[config.mk]
export PLATFORM = sky130hd
export DESIGN_NAME = irq_vec_ctrl
export DESIGN_NICKNAME = d
export VERILOG_FILES = /design/src/rtl/ivc_pkg.sv /design/src/rtl/ivc_mask_bank.sv /design/src/rtl/ivc_pending.sv /design/src/rtl/ivc_select.sv /design/src/rtl/irq_vec_ctrl.sv
export SDC_FILE = /design/constraint.sdc
export NUM_CORES = 1
export LEC_CHECK = 0
export ABC_CLOCK_PERIOD_IN_PS = 13880
export CELL_PAD_IN_SITES_DETAIL_PLACEMENT = 0
export CELL_PAD_IN_SITES_GLOBAL_PLACEMENT = 1
export CORE_ASPECT_RATIO = 0.5
export CORE_MARGIN = 2
export CORE_UTILIZATION = 36
export DETAILED_ROUTE_END_ITERATION = 7
export PLACE_DENSITY_LB_ADDON = 0.1
export SLEW_MARGIN = 20
export SYNTH_ARGS = -nofsm -noshare
export SYNTH_HDL_FRONTEND = slang
export SYNTH_SLANG_ARGS = --single-unit
[constraint.sdc]
create_clock -name clk -period 13.88 [get_ports clk]
set_input_delay 2.776 -clock clk [delete_from_list [all_inputs] [get_ports clk]]
set_output_delay 2.776 -clock clk [all_outputs]
set_load 0.01 [all_outputs]
[src/rtl/ivc_pkg.sv]
package ivc_pkg;

    localparam int TYPE_W   = 8;
    localparam int VADDR_W  = 20;
    localparam int NUM_EXC  = 8;
    localparam int MSK_BASE = 8;

    typedef logic [TYPE_W-1:0] irq_type_t;

    typedef enum logic [1:0] {
        SRC_NONE = 2'd0,
        SRC_EXC  = 2'd1,
        SRC_SWI  = 2'd2,
        SRC_MSK  = 2'd3
    } src_kind_e;

    typedef struct packed {
        logic      valid;
        src_kind_e kind;
        irq_type_t itype;
    } pick_t;

    // Vector entries are four bytes wide in a table based at zero.
    function automatic logic [VADDR_W-1:0] vec_addr(input irq_type_t t);
        return {{(VADDR_W-TYPE_W-2){1'b0}}, t, 2'b00};
    endfunction

endpackage

[src/rtl/ivc_mask_bank.sv]
module ivc_mask_bank #(
    parameter int NUM_SRC = 13,
    parameter int SEL_W   = $clog2(NUM_SRC)
) (
    input  logic               clk,
    input  logic               rst,
    input  logic               ctl_we,
    input  logic [SEL_W-1:0]   ctl_sel,
    input  logic               ctl_wmask,
    input  logic               agg_we,
    input  logic [NUM_SRC-1:0] agg_wdata,
    output logic [NUM_SRC-1:0] mask_q,
    output logic               ctl_rmask
);
    localparam logic [SEL_W-1:0] LAST_SEL = SEL_W'(NUM_SRC - 1);

    logic               sel_ok;
    logic [NUM_SRC-1:0] mask_d;

    assign sel_ok = (ctl_sel <= LAST_SEL);

    // Both views resolve into one next-state vector; a single edge commits it.
    always_comb begin
        mask_d = mask_q;
        if (agg_we)
            mask_d = agg_wdata;
        if (ctl_we && sel_ok)
            mask_d[ctl_sel] = ctl_wmask;
    end

    always_ff @(posedge clk) begin
        if (rst) mask_q <= '1;
        else     mask_q <= mask_d;
    end

    assign ctl_rmask = sel_ok ? mask_q[ctl_sel] : 1'b0;

    p_reset_masks_r1: assert property (@(posedge clk)
        rst |=> (&mask_q));

    p_single_write_r5: assert property (@(posedge clk) disable iff (rst)
        (ctl_we && sel_ok) |=> (mask_q[$past(ctl_sel)] == $past(ctl_wmask)));

    p_agg_write_r6: assert property (@(posedge clk) disable iff (rst)
        (agg_we && !ctl_we) |=> (mask_q == $past(agg_wdata)));

    p_bad_sel_r11: assert property (@(posedge clk) disable iff (rst)
        (ctl_we && !sel_ok && !agg_we) |=> $stable(mask_q));

endmodule

[src/rtl/ivc_pending.sv]
module ivc_pending
    import ivc_pkg::*;
#(
    parameter int NUM_SRC = 13
) (
    input  logic               clk,
    input  logic               rst,
    input  logic [NUM_SRC-1:0] src_req,
    input  logic [NUM_EXC-1:0] exc_req,
    input  logic               swi_req,
    input  irq_type_t          swi_type,
    input  logic               ack,
    input  pick_t              pick,
    output logic [NUM_SRC-1:0] msk_pend,
    output logic [NUM_EXC-1:0] exc_pend,
    output logic               swi_pend,
    output irq_type_t          swi_type_q
);
    logic               do_clr;
    logic [NUM_SRC-1:0] msk_clr;
    logic [NUM_EXC-1:0] exc_clr;
    logic               swi_clr;

    assign do_clr  = ack && pick.valid;
    assign swi_clr = do_clr && (pick.kind == SRC_SWI);

    always_comb begin
        for (int i = 0; i < NUM_SRC; i++)
            msk_clr[i] = do_clr && (pick.kind == SRC_MSK) &&
                         (pick.itype == irq_type_t'(MSK_BASE + i));
        for (int k = 0; k < NUM_EXC; k++)
            exc_clr[k] = do_clr && (pick.kind == SRC_EXC) &&
                         (pick.itype == irq_type_t'(k));
    end

    // A fresh request outranks the clear in the same cycle.
    always_ff @(posedge clk) begin
        if (rst) begin
            msk_pend   <= '0;
            exc_pend   <= '0;
            swi_pend   <= 1'b0;
            swi_type_q <= '0;
        end else begin
            msk_pend <= (msk_pend & ~msk_clr) | src_req;
            exc_pend <= (exc_pend & ~exc_clr) | exc_req;
            if (swi_req) begin
                swi_pend   <= 1'b1;
                swi_type_q <= swi_type;
            end else if (swi_clr) begin
                swi_pend   <= 1'b0;
            end
        end
    end

    p_reset_pend_r1: assert property (@(posedge clk)
        rst |=> (msk_pend == '0 && exc_pend == '0 && !swi_pend));

    for (genvar g = 0; g < NUM_SRC; g++) begin : g_clr_chk
        p_ack_clears_r10: assert property (@(posedge clk) disable iff (rst)
            (msk_clr[g] && !src_req[g]) |=> !msk_pend[g]);
    end

    p_idle_ack_r10: assert property (@(posedge clk) disable iff (rst)
        (ack && !pick.valid && src_req == '0 && exc_req == '0 && !swi_req)
        |=> ($stable(msk_pend) && $stable(exc_pend) && $stable(swi_pend)));

endmodule

[src/rtl/ivc_select.sv]
module ivc_select
    import ivc_pkg::*;
#(
    parameter int NUM_SRC = 13
) (
    input  logic [NUM_SRC-1:0] msk_pend,
    input  logic [NUM_SRC-1:0] mask_q,
    input  logic               gie,
    input  logic [NUM_EXC-1:0] exc_pend,
    input  logic               swi_pend,
    input  irq_type_t          swi_type_q,
    output pick_t              pick
);
    logic [NUM_SRC-1:0] cand;
    logic               m_ok, e_ok;
    irq_type_t          m_type, e_type;

    assign cand = msk_pend & ~mask_q & {NUM_SRC{gie}};

    always_comb begin
        m_ok   = 1'b0;
        m_type = '0;
        for (int i = NUM_SRC - 1; i >= 0; i--) begin
            if (cand[i]) begin
                m_ok   = 1'b1;
                m_type = irq_type_t'(MSK_BASE + i);
            end
        end
        e_ok   = 1'b0;
        e_type = '0;
        for (int k = NUM_EXC - 1; k >= 0; k--) begin
            if (exc_pend[k]) begin
                e_ok   = 1'b1;
                e_type = irq_type_t'(k);
            end
        end
    end

    // Lowest type wins; later stages take ties, giving exception > software > source.
    always_comb begin
        pick = '{valid: 1'b0, kind: SRC_NONE, itype: '0};
        if (m_ok)
            pick = '{valid: 1'b1, kind: SRC_MSK, itype: m_type};
        if (swi_pend && (!pick.valid || swi_type_q <= pick.itype))
            pick = '{valid: 1'b1, kind: SRC_SWI, itype: swi_type_q};
        if (e_ok && (!pick.valid || e_type <= pick.itype))
            pick = '{valid: 1'b1, kind: SRC_EXC, itype: e_type};
    end

endmodule

[src/rtl/irq_vec_ctrl.sv]
module irq_vec_ctrl
    import ivc_pkg::*;
#(
    parameter int NUM_SRC = 13,
    parameter int SEL_W   = $clog2(NUM_SRC)
) (
    input  logic                 clk,
    input  logic                 rst,
    input  logic [NUM_SRC-1:0]   src_req,
    input  logic [7:0]           exc_req,
    input  logic                 swi_req,
    input  logic [7:0]           swi_type,
    input  logic                 gie,
    input  logic                 ctl_we,
    input  logic [SEL_W-1:0]     ctl_sel,
    input  logic                 ctl_wmask,
    output logic                 ctl_rmask,
    input  logic                 agg_we,
    input  logic [NUM_SRC-1:0]   agg_wdata,
    output logic [NUM_SRC-1:0]   agg_rdata,
    input  logic                 ack,
    output logic                 irq,
    output logic [7:0]           irq_type,
    output logic [19:0]          irq_vaddr
);
    logic [NUM_SRC-1:0] mask_q;
    logic [NUM_SRC-1:0] msk_pend;
    logic [NUM_EXC-1:0] exc_pend;
    logic               swi_pend;
    irq_type_t          swi_type_q;
    pick_t              pick;

    ivc_mask_bank #(.NUM_SRC(NUM_SRC), .SEL_W(SEL_W)) u_mask (
        .clk       (clk),
        .rst       (rst),
        .ctl_we    (ctl_we),
        .ctl_sel   (ctl_sel),
        .ctl_wmask (ctl_wmask),
        .agg_we    (agg_we),
        .agg_wdata (agg_wdata),
        .mask_q    (mask_q),
        .ctl_rmask (ctl_rmask)
    );

    ivc_pending #(.NUM_SRC(NUM_SRC)) u_pend (
        .clk        (clk),
        .rst        (rst),
        .src_req    (src_req),
        .exc_req    (exc_req),
        .swi_req    (swi_req),
        .swi_type   (swi_type),
        .ack        (ack),
        .pick       (pick),
        .msk_pend   (msk_pend),
        .exc_pend   (exc_pend),
        .swi_pend   (swi_pend),
        .swi_type_q (swi_type_q)
    );

    ivc_select #(.NUM_SRC(NUM_SRC)) u_sel (
        .msk_pend   (msk_pend),
        .mask_q     (mask_q),
        .gie        (gie),
        .exc_pend   (exc_pend),
        .swi_pend   (swi_pend),
        .swi_type_q (swi_type_q),
        .pick       (pick)
    );

    assign agg_rdata = mask_q;
    assign irq       = pick.valid;
    assign irq_type  = pick.itype;
    assign irq_vaddr = vec_addr(pick.itype);

    p_masked_blocked_r4: assert property (@(posedge clk) disable iff (rst)
        (irq && pick.kind == SRC_MSK) |->
        !mask_q[irq_type - 8'(MSK_BASE)]);

    p_gie_blocks_r3: assert property (@(posedge clk) disable iff (rst)
        (irq && !gie) |-> (pick.kind != SRC_MSK));

    p_exc_bypass_r7: assert property (@(posedge clk) disable iff (rst)
        (exc_pend != '0) |-> (irq && irq_type < 8'(NUM_EXC)));

    p_vaddr_range_r2: assert property (@(posedge clk) disable iff (rst)
        irq |-> (irq_vaddr[1:0] == 2'b00 && irq_vaddr[19:10] == '0));

    p_swi_bypass_r8: assert property (@(posedge clk) disable iff (rst)
        swi_pend |-> irq);

endmodule

* Yosys cells after proc, flatten, opt, wreduce, memory -nomap -nowiden
Cells that the tools add are included.
Storage, ports and cells: register bits 43, input port bits 54, output and inout bits 43, logic and storage cells 132
Cells by class: $lt $le $gt $ge 5, eq/ne operators 23, multiplexer cells 55, bitwise logic cells 9, reductions and logical operators 35
Operators by type and width (number):
- 2-to-1 mux 5 bit | 13
- equality test 8 x 4 -> 1 bit (second input constant) | 8
- equality test 8 x 5 -> 1 bit (second input constant) | 5
- AND 13 bit | 3
- 2-to-1 mux 11 bit | 3
- equality test 8 x 3 -> 1 bit (second input constant) | 4
- logical AND 1 bit | 29
- 2-to-1 mux 1 bit | 26
- 2-to-1 mux 13 bit | 2
- inverter 13 bit | 2
- 2-to-1 mux 3 bit | 8
- equality test 8 x 2 -> 1 bit (second input constant) | 2
- bitwise mux 13 bit | 1
- bitwise OR 13 bit | 1
- AND 8 bit | 1
- equality test 8 x 1 -> 1 bit (second input constant) | 1
- less-or-equal comparator 3 x 8 -> 1 bit | 1
- less-or-equal comparator 8 bit | 1
- logical NOT 8 bit | 1
- inverter 8 bit | 1
- bitwise OR 8 bit | 1
- less-than comparator 4 x 5 -> 1 bit (second input constant) | 1
- binary-select mux 1 bit (select 4 bit) | 1
- demux 1 bit (select 4 bit) | 1
- 7 further kinds | 10

* Logic depth before layout (Yosys ltp)
Gate-level depths: netlist of run 1.
word-level depth 31, gate-level depth with buffers 20, depth with buffers taken out 19

* Modules after synthesis
Synthesis of run 1 repeated with hierarchy kept, for this count alone.
Unflattened totals: cells, all modules 358, area, all modules 3075.4 um^2
By module, submodules not included:
- ivc_pending | instances 1, cells an instance 133, area each 1217.4 um^2, sequential area each 600.6 um^2
- ivc_mask_bank | instances 1, cells an instance 87, area each 874.6 um^2, sequential area each 260.2 um^2
- ivc_select | instances 1, cells an instance 117, area each 829.5 um^2, sequential area each 0.0 um^2
- irq_vec_ctrl | instances 1, cells an instance 21, area each 153.9 um^2, sequential area each 0.0 um^2

* Worst setup path after synthesis of run 1
No wires, ideal clock.
path kind input port to output port, start input port gie, end output port irq_vaddr[4], arrival time 6.557 ns, required time 11.104 ns, slack 4.547 ns, stages 15, path buffers 1, path through and3b_1 > o311ai_0 > ha_1 > o32ai_1 > a31oi_1 > o32a_2 > o22ai_4 > inv_1 > ha_1 > a311o_1 > a21oi_2 > and2_1 > a21oi_1 > o21ai_0 > buf_4
Between the ends: word-level cells in the longest chain between the ends 23, elaborated cells on any way between the ends 38, classes of those cells order compare (2); mux (29); bitwise (1); reduce/logical (6)
RTL lines:
- start, declared | RTL line irq_vec_ctrl.sv:13 | input logic gie,
- AND 13 bit (*) | RTL line ivc_select.sv:18 | assign cand = msk_pend & ~mask_q & {NUM_SRC{gie}};
- 2-to-1 mux 1 bit or 2-to-1 mux 5 bit (tied branches) (13 in a row) | RTL line ivc_select.sv:24 | if (cand[i]) begin
- 2-to-1 mux 11 bit (*) | RTL line ivc_select.sv:42 | if (m_ok)
- less-or-equal comparator 8 bit or logical NOT 1 bit (tied branches) | RTL line ivc_select.sv:44 | if (swi_pend && (!pick.valid || swi_type_q <= pick.itype))
- logical OR 1 bit | RTL line ivc_select.sv:44
- logical AND 1 bit | RTL line ivc_select.sv:44
- 2-to-1 mux 11 bit (*) | RTL line ivc_select.sv:44
- less-or-equal comparator 3 x 8 -> 1 bit or logical NOT 1 bit (tied branches) | RTL line ivc_select.sv:46 | if (e_ok && (!pick.valid || e_type <= pick.itype))
- logical OR 1 bit | RTL line ivc_select.sv:46
- logical AND 1 bit | RTL line ivc_select.sv:46
- 2-to-1 mux 11 bit (*) | RTL line ivc_select.sv:46
- end, declared | RTL line irq_vec_ctrl.sv:24 | output logic [19:0] irq_vaddr
Every way passes the cells marked *; elsewhere a longest branch is shown, timed or not.

* Final worst setup path of run 1
start input port gie, end output port irq_type[0]
Between the ends: word-level cells in the longest chain between the ends 23, elaborated cells on any way between the ends 38, classes of those cells order compare (2); mux (29); bitwise (1); reduce/logical (6)
RTL lines:
- AND 13 bit (*) | RTL line ivc_select.sv:18
- 2-to-1 mux 1 bit or 2-to-1 mux 5 bit (tied branches) (13 in a row) | RTL line ivc_select.sv:24
- 2-to-1 mux 11 bit (*) | RTL line ivc_select.sv:42
- less-or-equal comparator 8 bit or logical NOT 1 bit (tied branches) | RTL line ivc_select.sv:44
- logical OR 1 bit | RTL line ivc_select.sv:44
- logical AND 1 bit | RTL line ivc_select.sv:44
- 2-to-1 mux 11 bit (*) | RTL line ivc_select.sv:44
- less-or-equal comparator 3 x 8 -> 1 bit or logical NOT 1 bit (tied branches) | RTL line ivc_select.sv:46
- logical OR 1 bit | RTL line ivc_select.sv:46
- logical AND 1 bit | RTL line ivc_select.sv:46
- 2-to-1 mux 11 bit (*) | RTL line ivc_select.sv:46
- end, declared | RTL line irq_vec_ctrl.sv:23 | output logic [7:0] irq_type,
Marked as above.

==> impl_metrics.json, run 1 <==
{
  "status": "complete, no violations",
  "die_area_sq_um": 9080,
  "rows": 23,
  "wire_per_inst_um": 16.5,
  "place_congestion": 0.868,
  "grt_first_pass_wirelength_um": 14200,
  "layout_setup_ws_ps": 2800,
  "antenna_found_initial": 0,
  "leakage_nw": 1.56,
  "crit_fanout": 12,
  "grt_setup_unrepaired": "no",
  "grtUsageMet1_pct": 26.1,
  "cpPeakStageDelay_ps": 630,
  "rr_worst_depth": 20,
  "criticalPathCategory": "input port to primary output",
  "port_buffers": 84,
  "hold_class": "flip-flop to flip-flop",
  "r2r_end": "u_pend.exc_pend[1]",
  "syn_area_per_cell_sq_um": 8.29,
  "synth_edf_count": 0,
  "vias": 2919,
  "post_cts_resized": 0,
  "whs_ps": 505,
  "setup_viol_count_final": 0,
  "grt_overflow_total": 0,
  "synth_cells": 360,
  "final_max_slew_viol_count": 0,
  "grt_max_degree": 44,
  "cts.htree.levels": 2,
  "ctsHoldBuffers": 0,
  "met3_usage_pct": 4.89,
  "grt_pass1_vias": 2737,
  "synth_top_cell_by_area": "dfxtp_1",
  "initial_core_util_pct": 37.2,
  "reg2reg_slack_ps": 8590,
  "die_h_um": 68.4,
  "drt_iter0_markers": 124,
  "final.min_clock_period_ps": 11080,
  "max_freq_ghz": 0.0903,
  "worstMarginPinSlew_ps": 757,
  "ys_types": 54,
  "syn_area_sq_um": 2980,
  "antenna_left": 0,
  "cts_tree": "yes",
  "cp_cell_sequence": "clkdlybuf4s50_1, and3b_1, o311ai_0, ha_1, o32ai_1, a31oi_1, o32a_2, o22ai_4, inv_1, ha_1, a311o_1, a21oi_2, nand2_2, o21ai_4, mux2i_1, buf_4, inv_1, clkdlybuf4s50_1",
  "post_cts_buffers": 0,
  "slew_headroom_pct": 49.4,
  "antenna_cells": 0,
  "ys_async_sr_fraction_pct": 0,
  "grt_use_total_pct": 20.0,
  "placed_area_sq_um": 3800,
  "cp-start-kind": "input port",
  "min_path_cells": 2,
  "startpoint": "gie",
  "ir_drop_mv": 0.0424,
  "ys_seq_area_share_pct": 28.8,
  "power.density_nw_per_um2": 95.8,
  "hold_viol": 0,
  "firstDrtPassIters": 4,
  "cp-end-kind": "primary output",
  "cts_buffer_depth": 2,
  "yosys_warnings": 0,
  "via_per_inst": 5.40,
  "drt_wl_total_um": 8930,
  "globalRouteMet2Util_pct": 33.8,
  "synth_ff_type": "dfxtp_1",
  "fin_area_sq_um": 3950,
  "clockRootBuffer": "clkbuf_16",
  "numCtsBuffers": 5,
  "ys_ff_latch": 43,
  "synthTopCellsByArea": "dfxtp_1 (29%), nor2_1 (7.9%), mux2i_1 (7.4%)",
  "ios": 97,
  "die_w_um": 133,
  "layout.nets": 490,
  "max-cap-violations": 0,
  "r2r-start": "u_mask.mask_q[7]",
  "p_total_mw": 0.378,
  "arrival_ps": 8300,
  "busiest_layer": "met2",
  "hpwlAfterDp_um": 6970,
  "cp.required_ps": 11100,
  "worstSkewPairLatency_ps": 290,
  "finalClockSkew_ps": 3.09,
  "fin_tns_setup_ps": 0,
  "place_ws_ps": 2800,
  "drive_gt1_share_pct": 6.29,
  "core_area_sq_um": 8030,
  "synthToLayoutAreaGrowth_pct": 32.2,
  "crit_end": "irq_type[0]",
  "cts.sinks": 43,
  "synth_top_area_share_pct": 28.8,
  "route.detailed.drc": 0,
  "period_share_pct": 79.8,
  "clkSlewWorstSetupHoldPaths_ps": 60,
  "critPathSlowestCell": "clkdlybuf4s50_1"
}
==> layout make-up <==
class	instances	area, sq um
timing repair buffer	86	856
fill	761	4080
clock inverter	2	12.5
sequential	43	861
tap	112	140
inverter	20	75.1
clock buffer	6	129
multi-input combinational	272	1870
==> cell usage after synthesis, types with 9 or more instances <==
master / instances
a211o_1: 12
dfxtp_1: 43
nor2_1: 63
mux2i_1: 22
nand2_1: 14
inv_1: 20
clkbuf_1: 12
o21ai_0: 9
nand2b_1: 9
a311oi_1: 11
nor4_1: 9
buf_4: 21
a21oi_1: 10
nor2b_1: 12
==> cell families after synthesis <==
group | share of synthesized area, %
fa+ha+maj | 3.35
compound gates | 25.3
simple gates | 22.1
other cells | 0.126
mux | 10.4
flops | 28.8
buf+inv | 9.81
==> cells in the final DEF, fill, tap and decap left out, types with 2 or more instances in the layout <==
cell type / synthesis / routed
and2_1: 6 / 6
buf_4: 21 / 2
nor4_1: 9 / 9
dfxtp_1: 43 / 43
o21bai_1: 8 / 8
o21ai_0: 9 / 9
or4_1: 2 / 2
ha_1: 8 / 8
a211oi_2: 2 / 2
nand3b_1: 2 / 2
a311oi_1: 11 / 11
mux4_2: 4 / 4
nor2b_1: 12 / 12
and3_1: 3 / 3
conb_1: 1 / 12
a211o_1: 12 / 12
nor3_1: 7 / 7
clkdlybuf4s50_1: 0 / 84
o31ai_1: 2 / 2
nand3_1: 5 / 5
a21oi_1: 10 / 10
nor2_1: 63 / 63
nand2_1: 14 / 14
o32ai_1: 2 / 2
a211oi_1: 2 / 2
clkbuf_16: 0 / 5
a311oi_2: 3 / 3
mux2i_1: 22 / 22
a311o_1: 2 / 2
o41ai_2: 2 / 2
inv_1: 20 / 20
o211ai_1: 3 / 3
a41oi_1: 6 / 6
nand2b_1: 9 / 9
==> registers in the layout, summed over array words and instances (netlist names) <==
name               count
u_mask.mask_q         13
u_pend.msk_pend       13
u_pend.exc_pend        8
u_pend.swi_type_q      8
u_pend.swi_pend        1
==> worst min-delay path by stage <==
stage | start | end | slack, ps
6_report | u_pend.msk_pend[8] | u_pend.msk_pend[8] | 510
5_1_grt | u_pend.msk_pend[8] | u_pend.msk_pend[8] | 540
4_1_cts | u_pend.msk_pend[8] | u_pend.msk_pend[8] | 510
3_5_place_dp | u_pend.msk_pend[8] | u_pend.msk_pend[8] | 500
3_3_place_gp | u_pend.msk_pend[12] | u_pend.msk_pend[12] | 500
2_1_floorplan | u_pend.msk_pend[0] | u_pend.msk_pend[0] | 470
==> per-stage QoR <==
step                cells  utilization, %
floorplan             371               -
global placement      533            47.4
CTS                   541            49.1
detailed placement    533            47.4
global route          541            49.1
finish                541            49.1
==> where the power goes <==
part	switching [mW]	internal (mW)
registers	0.00985	0.132
logic	0.0641	0.0566
clock network	0.0484	0.0664
==> critical path: cells and delay by family <==
family / cells / cell delay, ps
compound gates: 8 / 2500
buf+inv: 5 / 1840
fa+ha+maj: 2 / 690
simple gates: 2 / 380
mux: 1 / 100
==> per-layer routing <==
layer,share of wire (%),vias up,wire length (um)
met5,0,-,0
met4,1.1,0,100
met3,5.7,11,508
met2,44,99,3930
met1,49,1382,4390
li1,-,1427,-
Power figures use the tool's default switching activity.
==> run 2, diff against run 1 <==
ABC_CLOCK_PERIOD_IN_PS = 9250   (was 13880)
CORE_UTILIZATION = 30   (was 36)
clock period = 9.25 ns   (was 13.88 ns; I/O delays follow)
==> impl_metrics.json, run 2 (synthesis gave the netlist of run 1 again) <==
{
  "layout_common_cells": "clkdlybuf4s50_1 (84), nor2_1 (63), dfxtp_1 (43)",
  "grt_overflow_total": 0,
  "ios": 97,
  "grt_pass1_vias": 2754,
  "power.density_nw_per_um2": 156,
  "cpPeakStageDelay_ps": 570,
  "drive_gt1_share_pct": 6.96,
  "rr_worst_depth": 20,
  "grt_max_degree": 44,
  "instances_no_fill": 566,
  "cp.required_ps": 7400,
  "antenna_cells": 0,
  "final_max_slew_viol_count": 0,
  "hpwlAfterDp_um": 7280,
  "route.detailed.drc": 0,
  "arrival_ps": 6960,
  "cp_cell_sequence": "clkdlybuf4s50_1, and3b_1, o311ai_0, ha_1, o32ai_1, a31oi_1, o32a_2, o22a_1, ha_1, nor2b_1, o21ai_0, a21oi_2, and2_1, a21oi_1, nor2_1, clkdlybuf4s50_1",
  "clockRootBuffer": "clkbuf_16",
  "die_h_um": 74.5,
  "r2r_end": "u_pend.msk_pend[9]",
  "core_area_sq_um": 9540,
  "min_path_cells": 2,
  "placed_area_sq_um": 3850,
  "antenna_left": 0,
  "die_w_um": 145,
  "grt_setup_unrepaired": "no",
  "final.min_clock_period_ps": 8810,
  "final_common_cell": "clkdlybuf4s50_1",
  "finalClockSkew_ps": 3.79,
  "placed_cells": 558,
  "grt_first_pass_wirelength_um": 14900,
  "die_area_sq_um": 10800,
  "setup_viol_count_final": 0,
  "startpoint": "gie",
  "r2r-start": "u_mask.mask_q[7]",
  "antenna_found_initial": 0,
  "cts.htree.levels": 2,
  "critPathSlowestCell": "a21oi_1",
  "port_buffers": 84,
  "leakage_nw": 1.59,
  "n_fill_cell": 926,
  "fin_tns_setup_ps": 0,
  "cts_buffer_depth": 2,
  "max_freq_ghz": 0.113,
  "drt_wl_total_um": 9370,
  "max-cap-violations": 0,
  "crit_fanout": 8,
  "drt_iter0_markers": 159,
  "slew_headroom_pct": 48.0,
  "reg_top3": "u_mask.mask_q: 13 flops, u_pend.msk_pend: 13 flops",
  "clkSlewWorstSetupHoldPaths_ps": 60,
  "cp-start-kind": "input port",
  "criticalPathCategory": "input port to primary output",
  "grt_use_total_pct": 17.6,
  "place_congestion": 0.797,
  "whs_ps": 507,
  "fin_area_sq_um": 4040,
  "status": "complete, no violations",
  "layout.nets": 492,
  "p_total_mw": 0.629,
  "numCtsBuffers": 5,
  "synthToLayoutAreaGrowth_pct": 35.4,
  "cts_tree": "yes",
  "worstSkewPairLatency_ps": 290,
  "firstDrtPassIters": 6,
  "crit_end": "irq_vaddr[6]",
  "ir_drop_mv": 0.0743,
  "reg2reg_slack_ps": 4140,
  "rows": 25,
  "initial_core_util_pct": 31.3,
  "period_share_pct": 95.3,
  "vias": 2898,
  "wire_per_inst_um": 16.6,
  "worstMarginPinSlew_ps": 778,
  "hold_viol": 0,
  "cp-end-kind": "primary output",
  "hold_class": "flip-flop to flip-flop",
  "cts.sinks": 43,
  "via_per_inst": 5.12
}
run 2: changes by cell type in the layout (fill, tap and decap cells not counted), sizes merged:
cell      delta
clkinvlp     -1
buf          +2
clkinv       -1
bufinv       +2
run 2: repair_timing:
item                                    in CTS  in global routing
endpoints found under the hold margin        0                  0
endpoints found under the setup margin       0                  2
setup buffers                                0                  0
hold buffers                                 0                  0
gates resized for setup                      0                  2
run 2: stage by stage:
| step | util (%) | setup slack (ps) |
|---|---|---|
| 3_5_place_dp | 40.3 | 250 |
| 3_3_place_gp | 40.3 | 427 |
| 4_1_cts | 42.3 | 246 |
| 6_report | 42.3 | 437 |
| 5_1_grt | 42.3 | 40.5 |
| 2_1_floorplan | - | 1770 |
run 2: power breakdown:
part | switching, mW | leakage [nW] | internal, mW
Clock | 0.0756 | 0.0911 | 0.155
Combinational | 0.0977 | 1.14 | 0.0873
Sequential | 0.0145 | 0.359 | 0.199
run 2: worst min-delay path by stage:
| stage | startpoint | end | slack [ps] |
|---|---|---|---|
| after global placement | u_pend.msk_pend[9] | u_pend.msk_pend[9] | 490 |
| after CTS | u_pend.msk_pend[12] | u_pend.msk_pend[12] | 500 |
| after detailed placement | u_pend.msk_pend[12] | u_pend.msk_pend[12] | 500 |
| after floorplan | u_pend.msk_pend[0] | u_pend.msk_pend[0] | 470 |
| final | u_pend.msk_pend[12] | u_pend.msk_pend[12] | 510 |
| after global routing | u_pend.msk_pend[1] | u_pend.msk_pend[1] | 540 |
run 2: per-layer routing:
metal	GRT usage, %	wire, um	vias up
li1	-	-	1435
met1	24.3	4690	1364
met2	29.3	4090	95
met3	3.80	540	4
met4	2.97	44	0
met5	0	0	-
run 2: critical path: cells and delay by family:
| kind | cells | cell delay (ps) |
|---|---|---|
| AOI/OAI and AO/OA | 8 | 2590 |
| adders and majority gates | 2 | 680 |
| buffers and inverters | 2 | 1060 |
| and+or+nand+nor | 4 | 770 |
run 2: area by class of cell:
type	instances	area, sq um	share of cell area (%)
Tap cell	135	169	4.18
Clock buffer	6	129	3.19
Timing Repair Buffer	88	871	21.6
Sequential cell	43	861	21.3
Inverter	20	75.1	1.86
Clock inverter	2	60.1	1.49
Multi-Input combinational cell	272	1880	46.4
